## src/rtl/audio_tx_pkg.sv

```systemverilog
package audio_tx_pkg;
  localparam int SAMPLE_W = 20;
  localparam int BUS_W    = 32;

  typedef enum logic [1:0] {
    SZ16 = 2'd0,
    SZ18 = 2'd1,
    SZ20 = 2'd2,
    SZ12 = 2'd3
  } sample_size_e;

  // strobes from control to datapath
  typedef struct packed {
    logic pushOne;
    logic pushTwo;
    logic popPair;
  } fifo_strobe_t;
endpackage

```

## src/rtl/audio_tx_ctrl.sv

```systemverilog
module audio_tx_ctrl
  import audio_tx_pkg::*;
#(
  parameter int DEPTH = 8
) (
  input  logic         clk,
  input  logic         rst_n,
  input  logic         txEnable,
  input  logic [1:0]   slotEnable,
  input  logic         compactReq,
  input  logic [1:0]   sizeSel,
  input  logic         wrValid,
  input  logic         outReady,
  output logic         outValid,
  output fifo_strobe_t strobe,
  output logic         flagEmpty,
  output logic         flagHalfEmpty,
  output logic         flagFull,
  output logic         flagUnderrun
);
  localparam int LVL_W = $clog2(DEPTH) + 1;
  localparam logic [LVL_W-1:0] DEPTH_L = LVL_W'(DEPTH);
  localparam logic [LVL_W-1:0] HALF_L  = LVL_W'(DEPTH / 2);
  localparam logic [LVL_W-1:0] TWO_L   = LVL_W'(2);

  logic [LVL_W-1:0] level, levelWr, levelNext;
  logic             drainActive, gateOn, compactEff, popNow, pushAny;

  always_comb begin
    compactEff = compactReq && ((sizeSel == SZ16) || (sizeSel == SZ12));
    gateOn     = txEnable && (|slotEnable);
    outValid   = gateOn && (level >= TWO_L) && (drainActive || (level >= HALF_L));
    popNow     = outValid && outReady;

    strobe.pushTwo = wrValid && compactEff && ((level + TWO_L) < DEPTH_L);
    strobe.pushOne = wrValid && !compactEff && (level < DEPTH_L);
    strobe.popPair = popNow;
    pushAny        = strobe.pushOne || strobe.pushTwo;

    levelWr = level;
    if (strobe.pushTwo) levelWr = level + TWO_L;
    else if (strobe.pushOne) levelWr = level + LVL_W'(1);
    levelNext = popNow ? (levelWr - TWO_L) : levelWr;
  end

  always_ff @(posedge clk or negedge rst_n) begin
    if (!rst_n) begin
      level       <= '0;
      drainActive <= 1'b0;
    end else begin
      level       <= levelNext;
      drainActive <= outValid && (levelNext >= TWO_L);
    end
  end

  // write-side updates first, removal-side updates last so they win
  always_ff @(posedge clk or negedge rst_n) begin
    if (!rst_n) begin
      flagEmpty     <= 1'b1;
      flagHalfEmpty <= 1'b1;
      flagFull      <= 1'b0;
      flagUnderrun  <= 1'b0;
    end else begin
      if (pushAny) begin
        flagEmpty    <= 1'b0;
        flagUnderrun <= 1'b0;
        if (levelWr >= HALF_L)  flagHalfEmpty <= 1'b0;
        if (levelWr >= DEPTH_L) flagFull      <= 1'b1;
      end
      if (popNow) begin
        flagFull <= 1'b0;
        if (levelNext <= HALF_L) flagHalfEmpty <= 1'b1;
        if (levelNext == '0) begin
          flagEmpty    <= 1'b1;
          flagUnderrun <= 1'b1;
        end
      end
    end
  end
endmodule

```

## src/rtl/audio_tx_datapath.sv

```systemverilog
module audio_tx_datapath
  import audio_tx_pkg::*;
#(
  parameter int DEPTH = 8
) (
  input  logic                clk,
  input  logic                rst_n,
  input  fifo_strobe_t        strobe,
  input  logic [1:0]          sizeSel,
  input  logic [BUS_W-1:0]    wrData,
  output logic [SAMPLE_W-1:0] outLeft,
  output logic [SAMPLE_W-1:0] outRight
);
  localparam int PTR_W = $clog2(DEPTH);

  logic [SAMPLE_W-1:0] mem [DEPTH];
  logic [PTR_W-1:0]    wrPtr, rdPtr;
  logic [SAMPLE_W-1:0] padSingle, padLow, padHigh, halfLow, halfHigh;
  logic [3:0]          shSingle, shPair;

  always_comb begin
    unique case (sample_size_e'(sizeSel))
      SZ16:    shSingle = 4'd4;
      SZ18:    shSingle = 4'd2;
      SZ20:    shSingle = 4'd0;
      default: shSingle = 4'd8;
    endcase
    shPair    = (sizeSel == SZ12) ? 4'd8 : 4'd4;
    padSingle = wrData[SAMPLE_W-1:0] << shSingle;
    halfLow   = {4'b0, wrData[15:0]};
    halfHigh  = {4'b0, wrData[31:16]};
    padLow    = halfLow << shPair;
    padHigh   = halfHigh << shPair;
  end

  always_ff @(posedge clk) begin
    if (strobe.pushOne) begin
      mem[wrPtr] <= padSingle;
    end else if (strobe.pushTwo) begin
      mem[wrPtr]               <= padLow;
      mem[wrPtr + PTR_W'(1)]   <= padHigh;
    end
  end

  always_ff @(posedge clk or negedge rst_n) begin
    if (!rst_n) begin
      wrPtr <= '0;
      rdPtr <= '0;
    end else begin
      if (strobe.pushOne)      wrPtr <= wrPtr + PTR_W'(1);
      else if (strobe.pushTwo) wrPtr <= wrPtr + PTR_W'(2);
      if (strobe.popPair)      rdPtr <= rdPtr + PTR_W'(2);
    end
  end

  assign outLeft  = mem[rdPtr];
  assign outRight = mem[rdPtr + PTR_W'(1)];
endmodule

```

## src/rtl/audio_tx_fifo.sv

```systemverilog
module audio_tx_fifo
  import audio_tx_pkg::*;
#(
  parameter int DEPTH = 8
) (
  input  logic                clk,
  input  logic                rst_n,
  input  logic                cfgTxEnable,
  input  logic [1:0]          cfgSlotEnable,
  input  logic                cfgCompact,
  input  logic [1:0]          cfgSize,
  input  logic                wrValid,
  input  logic [BUS_W-1:0]    wrData,
  output logic                outValid,
  input  logic                outReady,
  output logic [SAMPLE_W-1:0] outLeft,
  output logic [SAMPLE_W-1:0] outRight,
  output logic                stEmpty,
  output logic                stHalfEmpty,
  output logic                stFull,
  output logic                stUnderrun
);
  fifo_strobe_t strobe;

  audio_tx_ctrl #(.DEPTH(DEPTH)) u_ctrl (
    .clk(clk), .rst_n(rst_n),
    .txEnable(cfgTxEnable), .slotEnable(cfgSlotEnable),
    .compactReq(cfgCompact), .sizeSel(cfgSize),
    .wrValid(wrValid), .outReady(outReady), .outValid(outValid),
    .strobe(strobe),
    .flagEmpty(stEmpty), .flagHalfEmpty(stHalfEmpty),
    .flagFull(stFull), .flagUnderrun(stUnderrun)
  );

  audio_tx_datapath #(.DEPTH(DEPTH)) u_dp (
    .clk(clk), .rst_n(rst_n), .strobe(strobe),
    .sizeSel(cfgSize), .wrData(wrData),
    .outLeft(outLeft), .outRight(outRight)
  );
endmodule

```

## config.mk

```make
export PLATFORM = sky130hd
export DESIGN_NAME = audio_tx_fifo
export DESIGN_NICKNAME = d
export VERILOG_FILES = /design/src/rtl/audio_tx_pkg.sv /design/src/rtl/audio_tx_ctrl.sv /design/src/rtl/audio_tx_datapath.sv /design/src/rtl/audio_tx_fifo.sv
export SDC_FILE = /design/constraint.sdc
export NUM_CORES = 1
export LEC_CHECK = 0
export ABC_AREA = 0
export BUFFER_PORTS_ARGS = -buffer_cell sky130_fd_sc_hd__buf_4
export CORE_ASPECT_RATIO = 0.9
export CORE_MARGIN = 5
export CORE_UTILIZATION = 60
export DETAILED_ROUTE_END_ITERATION = 8
export PLACE_DENSITY = 0.84
export SYNTH_ARGS = -nofsm -noshare
export SYNTH_HDL_FRONTEND = slang
export SYNTH_HIERARCHICAL = 1
export SYNTH_SLANG_ARGS = --single-unit
export TNS_END_PERCENT = 10
```

## constraint.sdc

```tcl
create_clock -name clk -period 3.2 [get_ports clk]
set_input_delay 0.8 -clock clk [delete_from_list [all_inputs] [get_ports clk]]
set_output_delay 0.8 -clock clk [all_outputs]
set_load 0.01 [all_outputs]
```

* Word level (Yosys, flattened, before mapping) *
Memories as Yosys holds them, arrays and structs flattened.
Cells that the tools add are included.

word-level totals
  register bits = 15
  RAM bits = 160
  input port bits = 42
  output and inout port bits = 45
  logic and storage cells = 78
  memories = 1

memories
  memory    depth  width  read ports  clocked after memory_dff  wr ports  RTL line                 RTL
  u_dp.mem  8      20     2           0                         2         audio_tx_datapath.sv:16  logic [SAMPLE_W-1:0] mem [DEPTH];

cells by class
  $add $sub $neg = 7
  magnitude comparators = 8
  equality and inequality tests = 3
  shifts and indexed selects = 3
  multiplexer cells = 26
  bitwise gates (word level) = 1
  reductions and logical operators = 21

operator list
  kind                                                               number
  << shifter 16 x 4 -> 20 bit                                        2
  2-to-1 mux 20 bit                                                  1
  << shifter 20 x 4 -> 20 bit                                        1
  2-to-1 mux 1 bit                                                   18
  2-to-1 mux 4 bit                                                   4
  one-hot mux 4 bit (3 select lines)                                 1
  logical AND 1 bit                                                  10
  greater-or-equal comparator 4 x 2 -> 1 bit, second input constant  2
  greater-or-equal comparator 4 x 3 -> 1 bit, second input constant  2
  less-than comparator 4 bit, second input constant                  2
  adder 3 x 1 -> 3 bit, second input constant                        2
  adder 3 x 2 -> 3 bit, second input constant                        2
  2-to-1 mux 3 bit                                                   2
  nonzero test 2 bit                                                 3
  adder 4 x 1 -> 4 bit, second input constant                        1
  adder 4 x 2 -> 4 bit, second input constant                        1
  equality test 2 bit, second input constant                         2
  greater-or-equal comparator 4 bit, second input constant           1
  less-or-equal comparator 4 x 3 -> 1 bit, second input constant     1
  logical NOT 4 bit                                                  1
  subtractor 4 x 2 -> 4 bit, second input constant                   1
  logical OR 1 bit                                                   3
  equality test 2 x 1 -> 1 bit, second input constant                1
  logical NOT 2 bit                                                  1
  other kinds (4)                                                    4

* Depth between registers and ports, before layout *
Gate-level depths: netlist of run 1.

  word-level depth = 13
  gate-level depth with buffers = 13

* Hierarchy *
The synthesis of run 1 kept the hierarchy.

modules (own cells, without submodules)
  module             times used  cells an instance  area an instance (um^2)  seq. area each (um^2)
  audio_tx_datapath  1           616                8828.5                   4929.7
  audio_tx_ctrl      1           86                 802.0                    227.7

* Worst setup path before layout of run 1 *
OpenSTA, ideal clock, no wires.

  path kind = input to register
  start = input cfgSize[1]
  end = memory u_dp.mem[5][0], enable pin
  library setup time = 377 ps
  arrival = 2976 ps
  required time = 2823 ps
  setup slack = -153 ps
  stages on the path = 9
  path through = xnor2_1 and2_4 nand3_1 inv_1 buf_6 nor4b_1 nand2_1 buf_6 nand2_1

RTL lines
  element          RTL line                 RTL
  start, declared  audio_tx_fifo.sv:11      input logic [1:0] cfgSize,
  end, declared    audio_tx_datapath.sv:16

==> impl_results.md, run 1 <==
- Yosys cell types: 63
- Crit path largest cell delay: about 0.57 ns
- FP Rows: 44
- Slew @ Worst Pin: roughly 1.2 ns
- Crit path kind: reg2reg
- Syn. warnings: 6
- Placed Area: 10,800 sq um
- RePlAce Congestion: between 0.9 and 1
- PwrDens: between 700 and 800 nW/um^2
- # Post-CTS Setup Buffers: 0
- Max FO, Critical Path: 10
- Post-Syn Instances: around 700
- Post-synth EDFFs: 160
- Flop-to-flop setup slack: between 0.15 and 0.2 ns
- First-pass GRT wire length: around 38 mm
- Fin area: ~11,000 sq um
- Synthesized area: between 9000 and 10,000 sq um
- Area Growth Syn to Fin: 17.7%
- Setup Viol. Count Final: 0
- Max-cap violation count: 0
- CP cell instances: ha_1 > xnor2_1 > nand3_1 > inv_1 > nand2b_1 > maj3_1 > o221ai_2 > mux2i_1
- All-Layer GR Usage: between 20 and 30%
- Die W: approximately 140 um
- TritonCTS Sinks: ~170
- Clock-pin slew on the worst setup and hold paths: 0.07 ns
- Vias post-DR: between 6,000 and 7,000
- Iter 0 DRT Violations: between 600 and 700
- #FFs+latches synth: roughly 170
- Largest net degree at the start of global routing: 42
- Fmax: 329 MHz
- Detailed-route DRC error count: 0
- Number of global-route vias before repair: 6,800
- Initial antenna violation count: 0
- Diode count: 0
- Via density: between 6 and 7
- Syn nets: ~750
- Area of the die: around 19,000 sq um
- IO Pins: 87
- Core area: 16,000 sq um
- Cells after DPL: around 1,000
- Nets: 860
- Final WL: between 20 and 30 mm
- Hold buffer count at CTS: 0
- Outcome: finished, final reports clean
- Clk buf depth: 2
- Hold_ws: about 0.21 ns
- LEAKAGE: between 4 and 5 nW
- R2R depth: 8
- Die Ht: between 100 and 150 um
- ANT nets after route: 0
- Hold WC Path Type: in2async
- Min Tclk post-route: 3.04 ns
- Startpoint of the worst register-to-register path: u_ctrl/level[1]
- RSZ-0062 raised after global routing: true
- Hold Vio Cnt, Final: 0
- Non-Filler Instances: 1,028
- Sequential area share after synthesis: 53.6%
- HPWL Detailed: around 17 mm
- Slowest-stage cell, CP: maj3_1
- Initial Util: between 60% and 70%
- Avg Inst Size Synth: between 10 and 15 sq um
- Critical R2R Capture: u_dp/mem[3][18]
- Inserted Clock Buffers: 17
- Share of post-route cells with drive strength above 1: 30.1%
- Crit path DAT: between 3 and 4 ns
- Fin Clk Skew: ~0.0082 ns
- DR pass1 iterations: 5
- CTS Root Cell: clkbuf_16
- Filler cell count in the final layout: a little over 1,000
- Worst skew pair latency: 0.43 ns
- Max transition margin: 21.4%
- Final slew viol count: 0
- Startpoint Class: register
- PortBufs: 86
- Total number of H-tree levels: 4
- Drt wl/cell: ~24 um
- Worst vdd ir: 0.484 mV
- Global route overflow: 0
- Primary FF master, synth: edfxtp_1
- CTS tree: yes
- Crit. End Element: register
- Worst EP required: 3.35 ns
- Post-route clock period utilization: between 90% and 100%
- Post-synth ARST share: under 10%
cells by family (layout without fill, tap and decap cells):
| kind of cell | Yosys count | in the layout | share of synthesized area, % |
|---|---|---|---|
| buffers and inverters | 71 | 190 | 3.78 |
| AOI/OAI and AO/OA | 108 | 108 | 9.43 |
| muxes | 151 | 151 | 20.9 |
| and+or+nand+nor | 171 | 171 | 9.41 |
| xor gates and xnor gates | 15 | 15 | 1.36 |
| DFF | 174 | 174 | 53.6 |
| adders and majority gates | 12 | 12 | 1.55 |
stage by stage:
stage          setup slack (ns)  util [%]  TNS, ns  power, mW
2_1_floorplan            -0.152         -    -4.86       5.27
6_report                  0.161      71.0        0       8.61
5_1_grt                 -0.0233      71.0  -0.0461       9.00
4_1_cts                   0.213      71.0        0       8.64
3_3_place_gp            -0.0314      67.3   -0.232       6.46
3_5_place_dp             -0.191      67.3    -7.75       6.58
worst max path at each step:
stage / start / end / slack (ns)
after global routing: u_ctrl/level[1] / u_dp/mem[5][18] / -0.02
final: u_ctrl/level[1] / u_dp/mem[3][18] / 0.16
after global placement: cfgSize[1] / u_dp/mem[3][18] / -0.03
after floorplan: cfgSize[1] / u_dp/mem[1][0] / -0.15
after CTS: u_ctrl/level[1] / u_dp/mem[5][9] / 0.21
after detailed placement: cfgSize[1] / u_dp/mem[3][18] / -0.19
layout by cell type (no fill, tap or decap), types with 4 or more instances in the layout:
cell type	netlist	final
a21oi_1	19	19
o31ai_1	9	9
mux4_2	40	40
mux2i_1	109	109
buf_12	0	7
nor3b_1	13	13
xor2_1	5	5
nand2_1	41	40
clkbuf_16	0	17
a31oi_1	4	4
inv_6	0	4
and3_1	22	22
o21a_1	17	17
inv_1	14	14
buf_4	7	135
edfxtp_1	160	160
nor2b_1	6	6
o21ai_0	23	23
nand3_1	6	6
nand2b_1	5	5
and2_1	8	8
a221oi_4	4	4
o211ai_1	6	6
nor3_1	21	21
xnor2_1	10	10
ha_1	10	10
nor2_1	36	34
dfrtp_1	12	11
o221ai_2	6	6
metal layers:
layer  GRT usage, %  vias to the layer above  share of wire (%)
li1               -                     2938                  -
met1           35.5                     3384                 37
met2           46.1                      402                 51
met3           4.58                       57                8.8
met4           11.7                        0                2.8
met5              0                        -                  0
worst max-delay path, delay by kind of cell, from the launching register on:
kind,cells,cell delay (ns)
compound gates,1,0.48
xor+xnor,1,0.24
fa+ha+maj,2,0.92
buf+inv,1,0.21
flops,1,0.46
mux,1,0.17
simple gates,2,0.27
repair_timing:
action                                  CTS  global route
endpoints found under the hold margin     0             0
endpoints found under the setup margin    0             4
resized for setup                         0             0
where the power goes:
| group | internal (mW) | leakage, nW | switching (mW) |
|---|---|---|---|
| logic | 1.62 | 2.58 | 1.83 |
| registers | 2.94 | 1.62 | 0.170 |
| clock network | 1.17 | 0.280 | 0.886 |
sequential cells by signal, indices dropped and copies added, names as in the netlist:
name                  flops
u_dp/mem                160
u_ctrl/level              4
u_dp/wrPtr                3
u_dp/rdPtr                2
u_ctrl/drainActive        1
u_ctrl/flagEmpty          1
u_ctrl/flagFull           1
u_ctrl/flagHalfEmpty      1
u_ctrl/flagUnderrun       1
final cells by class:
cell class	instances	area [sq um]	share of cell area [%]
Tap cell	207	259	2.28
Timing Repair Buffer	142	1150	10.2
Multi-Input combinational cell	457	4120	36.3
Sequential cell	174	5160	45.5
Clock buffer	19	433	3.82
Clock inverter	13	154	1.36
Inverter	16	62.6	0.552
synth_stat cells, types with 4 or more instances:
library cell,n,area [sq um]
nor3b_1,13,97.6
o211ai_1,6,45.0
nor2b_1,6,37.5
dfrtp_1,12,300
a21oi_1,19,95.1
buf_1,7,26.3
o21ai_0,23,115
nand3_1,6,30.0
a221oi_4,4,105
o31ai_1,9,67.6
edfxtp_1,160,4800
mux4_2,40,901
clkbuf_1,11,41.3
nor2_1,36,135
and3_1,22,138
mux2i_1,109,1090
ha_1,10,125
o221ai_2,6,90.1
and2_1,8,50.1
inv_1,14,52.6
a31oi_1,4,25.0
nand2b_1,5,31.3
xor2_1,5,43.8
nor3_1,21,105
o21a_1,17,128
buf_2,25,125
buf_6,5,56.3
buf_4,7,52.6
nand2_1,41,154
xnor2_1,10,87.6
(Power assumes the default switching activity.)
==> run 2: changes to the inputs <==
--- a/config.mk
+++ b/config.mk
@@ -11,6 +11,7 @@
 export CORE_MARGIN = 5
 export CORE_UTILIZATION = 60
 export DETAILED_ROUTE_END_ITERATION = 8
+export MAX_ROUTING_LAYER = met4
 export PLACE_DENSITY = 0.84
 export SYNTH_ARGS = -nofsm -noshare
 export SYNTH_HDL_FRONTEND = slang
==> run 2 against run 1 <==
  * Final cell count up 0.39%
  * Non-clock buffer count grew 4
  * Fmax is 0.89% lower
  * Critical path depth stayed put
  * Worst hold slack worse by 0.0047 ns
  * Core utilization is 0.37 points higher
  * Cell area rose by 0.52%
  * Critical endpoint is now u_dp/mem[2][10]
==> impl_results.md, run 2 (synthesis results as in run 1) <==
- Initial antenna violation count: 0 (unchanged)
- Iter 0 DRT Violations: 697 (+4.3%)
- Metal-1 WL: 9.68 mm (+3.9%)
- Final slew viol count: 0 (unchanged)
- Max-cap violation count: 0 (unchanged)
- Met3 wire length: 2.27 mm (+3.0%)
- PwrDens: 763 nW/um^2 (+0.39%)
- DR pass1 iterations: 7 (+2)
- Sw Share: 33.6% (+0.057 points)
- # Post-CTS Setup Buffers: 0 (unchanged)
- Die W: 144 um (unchanged)
- Total number of H-tree levels: 4 (unchanged)
- Area Growth Syn to Fin: 18.3%
- Vias post-DR: 6,626 (-2.3%)
- Comb pwr share: 40.4% (+0.4 points)
- Total chip power: 8.69 mW (+0.91%)
- Worst vdd ir: 0.525 mV (+8.4%)
- Slew @ Worst Pin: 1.17 ns (-0.00936 ns)
- Clock Power Share: 23.7% (-0.2 points)
- Number of global-route vias before repair: 6,878 (+1.1%)
- Crit path kind: reg2reg
- Largest Register: u_dp/mem
- Hold buffer count at CTS: 0 (unchanged)
- Crit path DAT: 3.21 ns (+0.02 ns)
- Internal: 5.77 mW (+0.83%)
- Nets: 864 (+0.47%)
- IO Pins: 87 (unchanged)
- Critical path origin: u_ctrl/level[1]
- Drt wl/cell: 24.6 um (+0.47%)
- Detailed-route DRC error count: 0 (unchanged)
- Setup Viol. Count Final: 0 (unchanged)
- Final WL: 25.4 mm (+0.86%)
- Global route overflow: 0 (unchanged)
- TritonCTS Sinks: 174 (unchanged)
- Crit. End Element: register
- Hold_ws: 0.207 ns (-0.00474 ns)
- Min Tclk post-route: 3.07 ns (+0.0272 ns)
- ANT nets after route: 0 (unchanged)
- Area of the die: 18,700 sq um (unchanged)
- Most common cell after layout, fill and taps aside: edfxtp_1
- Largest net degree at the start of global routing: 42 (unchanged)
- Clk buf depth: 2 (unchanged)
- Critical R2R Capture: u_dp/mem[2][10]
- Fin Clk Skew: 0.00877 ns (+0.000582 ns)
- Max transition margin: 22.1% (+0.63 points)
- Net switching power: 2.92 mW (+1.1%)
- Diode count: 0 (unchanged)
- Hold WC Path Type: in2async
- Worst EP required: 3.34 ns (about the same)
- FP Rows: 44 (unchanged)
- RSZ-0062 raised after global routing: false
- Initial Util: 60.3% (unchanged)
- Worst skew pair latency: 0.43 ns (about the same)
- Resize count post-CTS: 0 (unchanged)
- Clock-pin slew on the worst setup and hold paths: 0.07 ns (about the same)
- WL met2: 12.9 mm (-0.36%)
- Cells after DPL: 1,000 (+0.40%)
- Core area: 16,000 sq um (unchanged)
- Flop pwr share: 35.9% (-0.2 points)
- RePlAce Congestion: 0.939 (+1.0%)
- PortBufs: 86 (unchanged)
- Outcome: finished, final reports clean
- Setup tns final: 0 ns (unchanged)
- Post-route clock period utilization: 95.8% (+0.85 points)
- HPWL Detailed: 17.0 mm (-0.51%)
- LEAKAGE: 4.51 nW (+0.84%)
- CP endpoint: u_dp/mem[2][10]
- All-Layer GR Usage: 28.9% (+1.5 points)
- Top Layer Used: met4
- Inserted Clock Buffers: 17 (unchanged)
- R2R depth: 8 (unchanged)
- Share of post-route cells with drive strength above 1: 30.5% (+0.46 points)
- Startpoint of the worst register-to-register path: u_ctrl/level[1]
- Max FO, Critical Path: 10 (unchanged)
- Commonest non-fill, non-tap cells in the layout: 160 x edfxtp_1, 137 x buf_4, 109 x mux2i_1
- Non-Filler Instances: 1,032 (+0.39%)
- Largest regs: u_dp/mem: 160 flops, u_ctrl/level: 4 flops, u_dp/wrPtr: 3 flops
- Largest register FFs: 160 (unchanged)
- Fmax: 326 MHz (-0.89%)
- Via density: 6.42 (-2.7%)
- Startpoint Class: register
- CTS tree: yes
- CTS Root Cell: clkbuf_16
- Die Ht: 130 um (unchanged)
- Fin util: 71.4% (+0.37 points)
- First-pass GRT wire length: 38.9 mm (+2.2%)
- Flop-to-flop setup slack: 0.13 ns (-0.03 ns)
- Hold Vio Cnt, Final: 0 (unchanged)
## run 2: cell types whose count changed in the layout (fill, tap and decap cells not counted)
cell,change
clkbuf_1,-1
clkinv_2,+2
buf_12,+2
buf_4,+2
inv_8,-1
clkinvlp_4,-1
clkinv_8,+1
## run 2: routing by layer
metal  GRT usage [%]  vias to the layer above
met3            6.85                       43
met4            9.69                        0
met2            46.7                      357
li1                -                     2947
met1            36.3                     3279
met5               -                        -
## run 2: worst min-delay path by stage
stage | from | slack, ns | to | cells after the start
5_1_grt | rst_n | 0.20 | u_ctrl/flagUnderrun | 1
2_1_floorplan | rst_n | 0.50 | u_ctrl/drainActive | 0
3_5_place_dp | u_ctrl/flagEmpty | 0.51 | u_ctrl/flagEmpty | 2
3_3_place_gp | u_ctrl/flagEmpty | 0.50 | u_ctrl/flagEmpty | 2
4_1_cts | rst_n | 0.20 | u_ctrl/level[2] | 1
6_report | rst_n | 0.21 | u_ctrl/level[2] | 1
## run 2: critical path, stage by stage (launching register included)
cell and delay, ns:
dfrtp_1 0.48, ha_1 0.41, xnor2_1 0.20, nand3_1 0.15, inv_1 0.14, nand2b_1 0.10
maj3_1 0.58, o221ai_2 0.51, mux2i_1 0.21
## run 2: cell type report
cell class / count / area, sq um
Clock buffer: 18 / 429
Clock inverter: 14 / 161
Fill cell: 1071 / 4570
Inverter: 16 / 62.6
Multi-Input combinational cell: 457 / 4120
Sequential cell: 174 / 5160
Tap cell: 207 / 259
Timing Repair Buffer: 146 / 1210
## run 2: power groups by stage
stage	clock (mW)	combinational [mW]	sequential (mW)
2_1_floorplan	0	2.17	3.09
3_3_place_gp	0	3.42	3.14
3_5_place_dp	0	3.50	3.16
4_1_cts	2.08	3.52	3.12
5_1_grt	2.19	3.76	3.15
6_report	2.06	3.51	3.12
## run 2: per-stage QoR
| step | area, sq um | setup slack, ns |
|---|---|---|
| 2_1_floorplan | 9630 | -0.152 |
| 3_3_place_gp | 10800 | 0.0601 |
| 3_5_place_dp | 10800 | -0.0663 |
| 4_1_cts | 11400 | 0.185 |
| 5_1_grt | 11400 | 0.0445 |
| 6_report | 11400 | 0.134 |
